`src/rtl/seg_ldr_pkg.sv`:
```
package seg_ldr_pkg;

    localparam int DESC_W     = 64;
    localparam int GRAN_SHIFT = 12;

    // Raw descriptor, most significant field first
    typedef struct packed {
        logic [7:0]  base_hi;
        logic        gran;
        logic        dsz;
        logic        lng;
        logic        avl;
        logic [3:0]  lim_hi;
        logic        present;
        logic [1:0]  dpl;
        logic        s;
        logic [3:0]  typ;
        logic [23:0] base_lo;
        logic [15:0] lim_lo;
    } desc_t;

    // Attribute word: dpl in [1:0] up to expand_down in [6]
    typedef struct packed {
        logic       expand_down;
        logic       writable;
        logic       readable;
        logic       long_mode;
        logic       dflt_size;
        logic [1:0] dpl;
    } attr_t;

    localparam int ATTR_W = $bits(attr_t);

    // System types accepted by the upper-half operation
    localparam logic [3:0] TY_LDT       = 4'h2;
    localparam logic [3:0] TY_TSS_AVAIL = 4'h9;
    localparam logic [3:0] TY_TSS_BUSY  = 4'hB;
    localparam logic [3:0] TY_CALL_GATE = 4'hC;
    localparam logic [3:0] TY_INTR_GATE = 4'hE;
    localparam logic [3:0] TY_TRAP_GATE = 4'hF;

    typedef enum logic [2:0] {
        ST_IDLE    = 3'd0,
        ST_CACHED  = 3'd1,
        ST_SKIPPED = 3'd2,
        ST_UPPER   = 3'd3,
        ST_FAULT   = 3'd4
    } ldr_state_e;

endpackage

```
`src/rtl/seg_desc_decode.sv`:
```
module seg_desc_decode
    import seg_ldr_pkg::*;
(
    input  desc_t       desc,
    output logic [31:0] base,
    output logic [31:0] limit,
    output attr_t       attr,
    output logic        bad
);

    localparam int RAW_LIM_W = 20;

    logic [RAW_LIM_W-1:0] raw_limit;

    assign raw_limit = {desc.lim_hi, desc.lim_lo};
    assign base      = {desc.base_hi, desc.base_lo};

    always_comb begin
        if (desc.gran)
            limit = {raw_limit, {GRAN_SHIFT{1'b1}}};
        else
            limit = {{(32-RAW_LIM_W){1'b0}}, raw_limit};
    end

    always_comb begin
        attr           = '0;
        attr.dpl       = desc.dpl;
        attr.dflt_size = desc.dsz;
        bad            = 1'b0;
        if (!desc.s) begin
            // system class: type bit 2 marks a gate
            bad           = desc.typ[2];
            attr.readable = 1'b1;
            attr.writable = 1'b1;
        end else begin
            bad = !desc.present;
            if (desc.typ[3]) begin
                attr.readable  = desc.typ[1];
                attr.long_mode = desc.lng;
            end else begin
                attr.expand_down = desc.typ[2];
                attr.readable    = 1'b1;
                attr.writable    = desc.typ[1];
            end
        end
    end

endmodule

```
`src/rtl/seg_desc_upper.sv`:
```
module seg_desc_upper
    import seg_ldr_pkg::*;
#(
    parameter int HI_W = 32
) (
    input  desc_t            desc,
    input  logic [HI_W-1:0]  hi_word,
    output logic [HI_W+31:0] result,
    output logic             bad
);

    logic [DESC_W-1:0] raw;
    logic [31:0]       low_part;

    assign raw = desc;

    always_comb begin
        low_part = '0;
        bad      = 1'b0;
        unique case (desc.typ)
            TY_LDT, TY_TSS_AVAIL, TY_TSS_BUSY:
                low_part = {desc.base_hi, desc.base_lo};
            TY_CALL_GATE, TY_INTR_GATE, TY_TRAP_GATE:
                low_part = {raw[63:48], raw[15:0]};
            default:
                bad = 1'b1;
        endcase
    end

    assign result = {hi_word, low_part};

endmodule

```
`src/rtl/seg_cache_loader.sv`:
```
module seg_cache_loader
    import seg_ldr_pkg::*;
#(
    parameter int BASE_W = 64,
    parameter int HI_W   = 32
) (
    input  logic              clk,
    input  logic              rst_n,
    input  logic              load_i,
    input  logic              upper_i,
    input  logic [63:0]       desc_i,
    input  logic [15:0]       sel_i,
    input  logic [HI_W-1:0]   hi_word_i,
    output logic [BASE_W-1:0] base_o,
    output logic [31:0]       limit_o,
    output logic [6:0]        attr_o,
    output logic [HI_W+31:0]  upper_o,
    output logic              err_o
);

    localparam int UP_W = HI_W + 32;

    desc_t       desc;
    logic [31:0] dec_base;
    logic [31:0] dec_limit;
    attr_t       dec_attr;
    logic        dec_bad;
    logic [UP_W-1:0] up_result;
    logic        up_bad;
    logic        sel_null;
    logic        strobe;

    ldr_state_e  state_q;
    ldr_state_e  state_d;

    assign desc     = desc_t'(desc_i);
    assign sel_null = (sel_i[15:2] == '0);
    assign strobe   = load_i | upper_i;

    seg_desc_decode u_decode (
        .desc  (desc),
        .base  (dec_base),
        .limit (dec_limit),
        .attr  (dec_attr),
        .bad   (dec_bad)
    );

    seg_desc_upper #(.HI_W(HI_W)) u_upper (
        .desc    (desc),
        .hi_word (hi_word_i),
        .result  (up_result),
        .bad     (up_bad)
    );

    // outcome of the current strobe; load wins over upper
    always_comb begin
        state_d = state_q;
        if (load_i) begin
            if (sel_null)
                state_d = ST_SKIPPED;
            else if (dec_bad)
                state_d = ST_FAULT;
            else
                state_d = ST_CACHED;
        end else if (upper_i) begin
            state_d = up_bad ? ST_FAULT : ST_UPPER;
        end
    end

    always_ff @(posedge clk) begin
        if (!rst_n)
            state_q <= ST_IDLE;
        else
            state_q <= state_d;
    end

    always_ff @(posedge clk) begin
        if (!rst_n) begin
            base_o  <= '0;
            limit_o <= '0;
            attr_o  <= '0;
            upper_o <= '0;
        end else if (strobe) begin
            unique case (state_d)
                ST_CACHED: begin
                    base_o  <= BASE_W'(dec_base);
                    limit_o <= dec_limit;
                    attr_o  <= dec_attr;
                end
                ST_UPPER:   upper_o <= up_result;
                ST_IDLE, ST_SKIPPED, ST_FAULT: ;
                default: ;
            endcase
        end
    end

    assign err_o = (state_q == ST_FAULT);

endmodule

```
`config.mk`:
```
export PLATFORM = sky130hd
export DESIGN_NAME = seg_cache_loader
export DESIGN_NICKNAME = d
export VERILOG_FILES = /design/src/rtl/seg_ldr_pkg.sv /design/src/rtl/seg_desc_decode.sv /design/src/rtl/seg_desc_upper.sv /design/src/rtl/seg_cache_loader.sv
export SDC_FILE = /design/constraint.sdc
export NUM_CORES = 1
export LEC_CHECK = 0
export ABC_AREA = 0
export BUFFER_PORTS_ARGS = -buffer_cell sky130_fd_sc_hd__buf_4
export CAP_MARGIN = 0
export CORE_UTILIZATION = 45
export CTS_CLUSTER_DIAMETER = 200
export CTS_CLUSTER_SIZE = 8
export DETAILED_ROUTE_END_ITERATION = 6
export GPL_ROUTABILITY_DRIVEN = 0
export PLACE_DENSITY_LB_ADDON = 0.3
export SLEW_MARGIN = 10
export SYNTH_ARGS = -nofsm -noshare
export SYNTH_HDL_FRONTEND = slang
export SYNTH_HIERARCHICAL = 1
export SYNTH_SLANG_ARGS = --single-unit
```
`constraint.sdc`:
```
create_clock -name clk -period 2 [get_ports clk]
set_clock_uncertainty 0.1 [all_clocks]
set_input_delay 0.2 -clock clk [delete_from_list [all_inputs] [get_ports clk]]
set_output_delay 0.2 -clock clk [all_outputs]
set_load 0.02 [all_outputs]
```
==> out/results.txt <==
Result of the run - complete, no violations
Data arrival at the endpoint of the critical path - 1.73 ns
DR pass1 iterations - 5
Achievable Freq - 674 MHz
Cell Count Post-Placement - 1228
EDFF count, synth - 0
Global-route wire length before repair - 31100 µm
Design internal power - 5490 µW
Clock input transition at the sequential cells of the worst setup and hold paths - 0.06 ns
Final Routed Wirelength - 21300 µm
Number of violations reported at the end of detailed-routing iteration 0 - 450
Worst relative slew slack - 44.7%
Die span in y - 131 µm
Wire per inst - 16.0 µm
Leakage dissipation - 0.00425 µW
Count of state elements after synthesis - 138
Library cell occupying the most area in the post-synthesis netlist - dfxtp_1
Largest net degree at the start of global routing - 79
Power density relative to cell area - 750 nW/µm²
IO buf count - 249
# hold bufs at CTS - 68
Post-synthesis instance total - 886
Number of filler cells placed in the layout - 1417
Number of H-tree levels - 4
Sequential fraction of the synthesis area - 36.9%
Relative contribution of combinational cells to total power - 17.8%
Footprint of the flip-flops and latches - 2760 µm²
Clock sinks - 138
Mapped Area - 7490 µm²
Critical Path RT - 2.25 ns
CTS Root Cell - clkbuf_16
Routed via count - 6614
Sum of overflow across all layers after global routing - 0
Area growth from synthesis to layout - 34.1%
Detail Placement HPWL - 14100 µm
Total area of multi-input combinational cells - 3610 µm²
Setup tns final - 0 ns
Critical-path maximum fanout - 19
Total CTS buffers - 17
Die Footprint - 17200 µm²
Core region area - 16100 µm²
I/O pin total - 284
Share of the core filled with cells - 62.6%
Category of the critical setup timing path - input pin to flip-flop
Worst setup SP type - input pin
Share of synthesized flip-flops with an asynchronous set or reset - 0%
Remaining DRCs - 0
Most area-consuming cells after synthesis - dfxtp_1, nand2_1, buf_4, mux2i_1, a32oi_1
Nets@finish - 1215
Leading cell type in the layout, fill and taps excluded - nand2_1
Endpoints failing hold - 0
P_sw - 2040 µW
Fraction of power consumed by sequential logic - 38.7%
Shortest period the worst path allows - 1.48 ns
Clock share of power - 43.5%
Clk Latency, worst-skew pair - 0.42 ns
Ratio of routed vias to standard cells - 4.98
GRT Resource Usage Total - 24.0%
Die outline width - 131 µm
Number of buffers between clock root and the deepest sink - 2
Count of pins over their slew limit - 0
Clock tree from TritonCTS - yes
Crit path launch - load_i
Initial antenna violation count - 0
Top library cells by usage in the layout, fill and taps aside - nand2_1, buf_4, dfxtp_1
Total of warnings raised by yosys - 6
Syn avg cell area - 8.46 µm²
Initial standard-cell utilization of the core - 46.7%
# resized after CTS - 0
Fin cells - 1328
Source of the worst hold timing path - desc_i[44]
Number of unique standard cell types used by synthesis - 41
Max Cap Violations - 0
Area share of the leading cell type in the synthesized netlist - 36.9%
Endpoint class of the critical path - flip-flop
Period utilisation layout - 74.2%
Vias in the first global route - 5929
Remaining antenna violation count after routing - 0
Worst ir drop on vdd - 586 µV
Reg-to-reg critical path startpoint - state_q[2]$_SDFF_PN0_
Layout cell share with drive strength beyond 1 - 29.6%
Switching portion of total power - 27.1%
Post-CTS repair timing setup buffer count - 0
Number of setup violations in the final report - 0
Unrepaired setup endpoints after global routing - no
Diodes inserted - 0
Worst Max-Slew Pin Slew - 0.828 ns
Site row count - 46
HP Class - input pin to flip-flop
Main flop type after synthesis - dfxtp_1
## power groups by stage
stage / Sequential, µW / Combinational, µW / Clock (µW)
global placement: 2970 / 1220 / 0
global route: 2930 / 1440 / 3440
detailed placement: 2980 / 1220 / 0
finish: 2920 / 1340 / 3270
CTS: 2920 / 1330 / 3320
floorplan: 3100 / 753 / 0
## worst paths after layout
path                                                  to  slack [ns]  depth (start not counted)
worst max-delay path             limit_o[9]$_SDFFE_PN0P_        0.52                          5
worst min-delay path              attr_o[4]$_SDFFE_PN0P_        0.01                          4
worst max register to register     state_q[2]$_SDFF_PN0_        1.11                          4
worst min register to register  upper_o[24]$_SDFFE_PN0P_        0.35                          2
## worst max-delay path: stages
cell and delay [ns]:
dlygate4sd3_1 0.54, buf_4 0.16, and3b_4 0.25, buf_4 0.33
mux2i_1 0.23
## cells by family (layout without fill, tap and decap cells)
| family | count (synthesis) | in the layout | share of synthesized area (%) |
|---|---|---|---|
| other cells | 1 | 32 | 0.0500 |
| compound gates | 146 | 146 | 15.0 |
| simple gates | 346 | 346 | 20.3 |
| flops | 138 | 138 | 36.9 |
| buf+inv | 175 | 370 | 16.6 |
| mux | 80 | 80 | 11.1 |
## stage by stage
step | power [µW] | instance area, µm² | worst slack (ns) | hold slack, ns
3_5_place_dp | 4200 | 8760 | 0.112 | 0.346
6_report | 7530 | 10000 | 0.516 | 0.0139
5_1_grt | 7810 | 10000 | 0.390 | 0.0384
2_1_floorplan | 3860 | 7610 | 0.0936 | 0.303
4_1_cts | 7570 | 10000 | 0.532 | 0.00605
3_3_place_gp | 4190 | 8760 | 0.159 | 0.342
## registers in the layout, indices dropped and copies added (netlist names)
signal / cells
upper_o: 64
limit_o: 32
base_o: 32
state_q: 3
attr_o: 7
## Yosys cell counts (2+ instances only)
master	instances
buf_4	102
a21oi_1	3
mux2_2	2
mux2_4	6
nor2b_1	23
buf_6	7
nor4_2	3
and3b_1	2
mux2i_1	72
and2_2	2
o22ai_1	24
buf_2	17
nand2b_1	2
inv_1	3
and2_1	18
or2_2	13
dfxtp_1	138
clkbuf_2	2
and2b_1	2
a21boi_0	45
a21boi_1	19
clkbuf_1	32
buf_12	8
nand2_1	270
a32oi_1	48
o21ai_0	3
nor2_1	4
buf_1	3
## cell type report
class,instances,share of cell area (%)
multi-input cells,604,35.9
clock buffers,18,4.37
clock inverters,14,1.71
repair buffers,334,27.7
inverters,4,0.149
flip-flops and latches,138,27.5
well taps,216,2.69
## per-layer routing
layer  share of wire (%)  up-vias  global-route usage [%]
li1                    -     3266                       -
met1                  41     3074                    27.9
met2                  49      248                    41.6
met3                 8.3       26                    7.10
met4                 1.6        0                    8.92
met5                   0        -                       0
(Power assumes the default switching activity.)
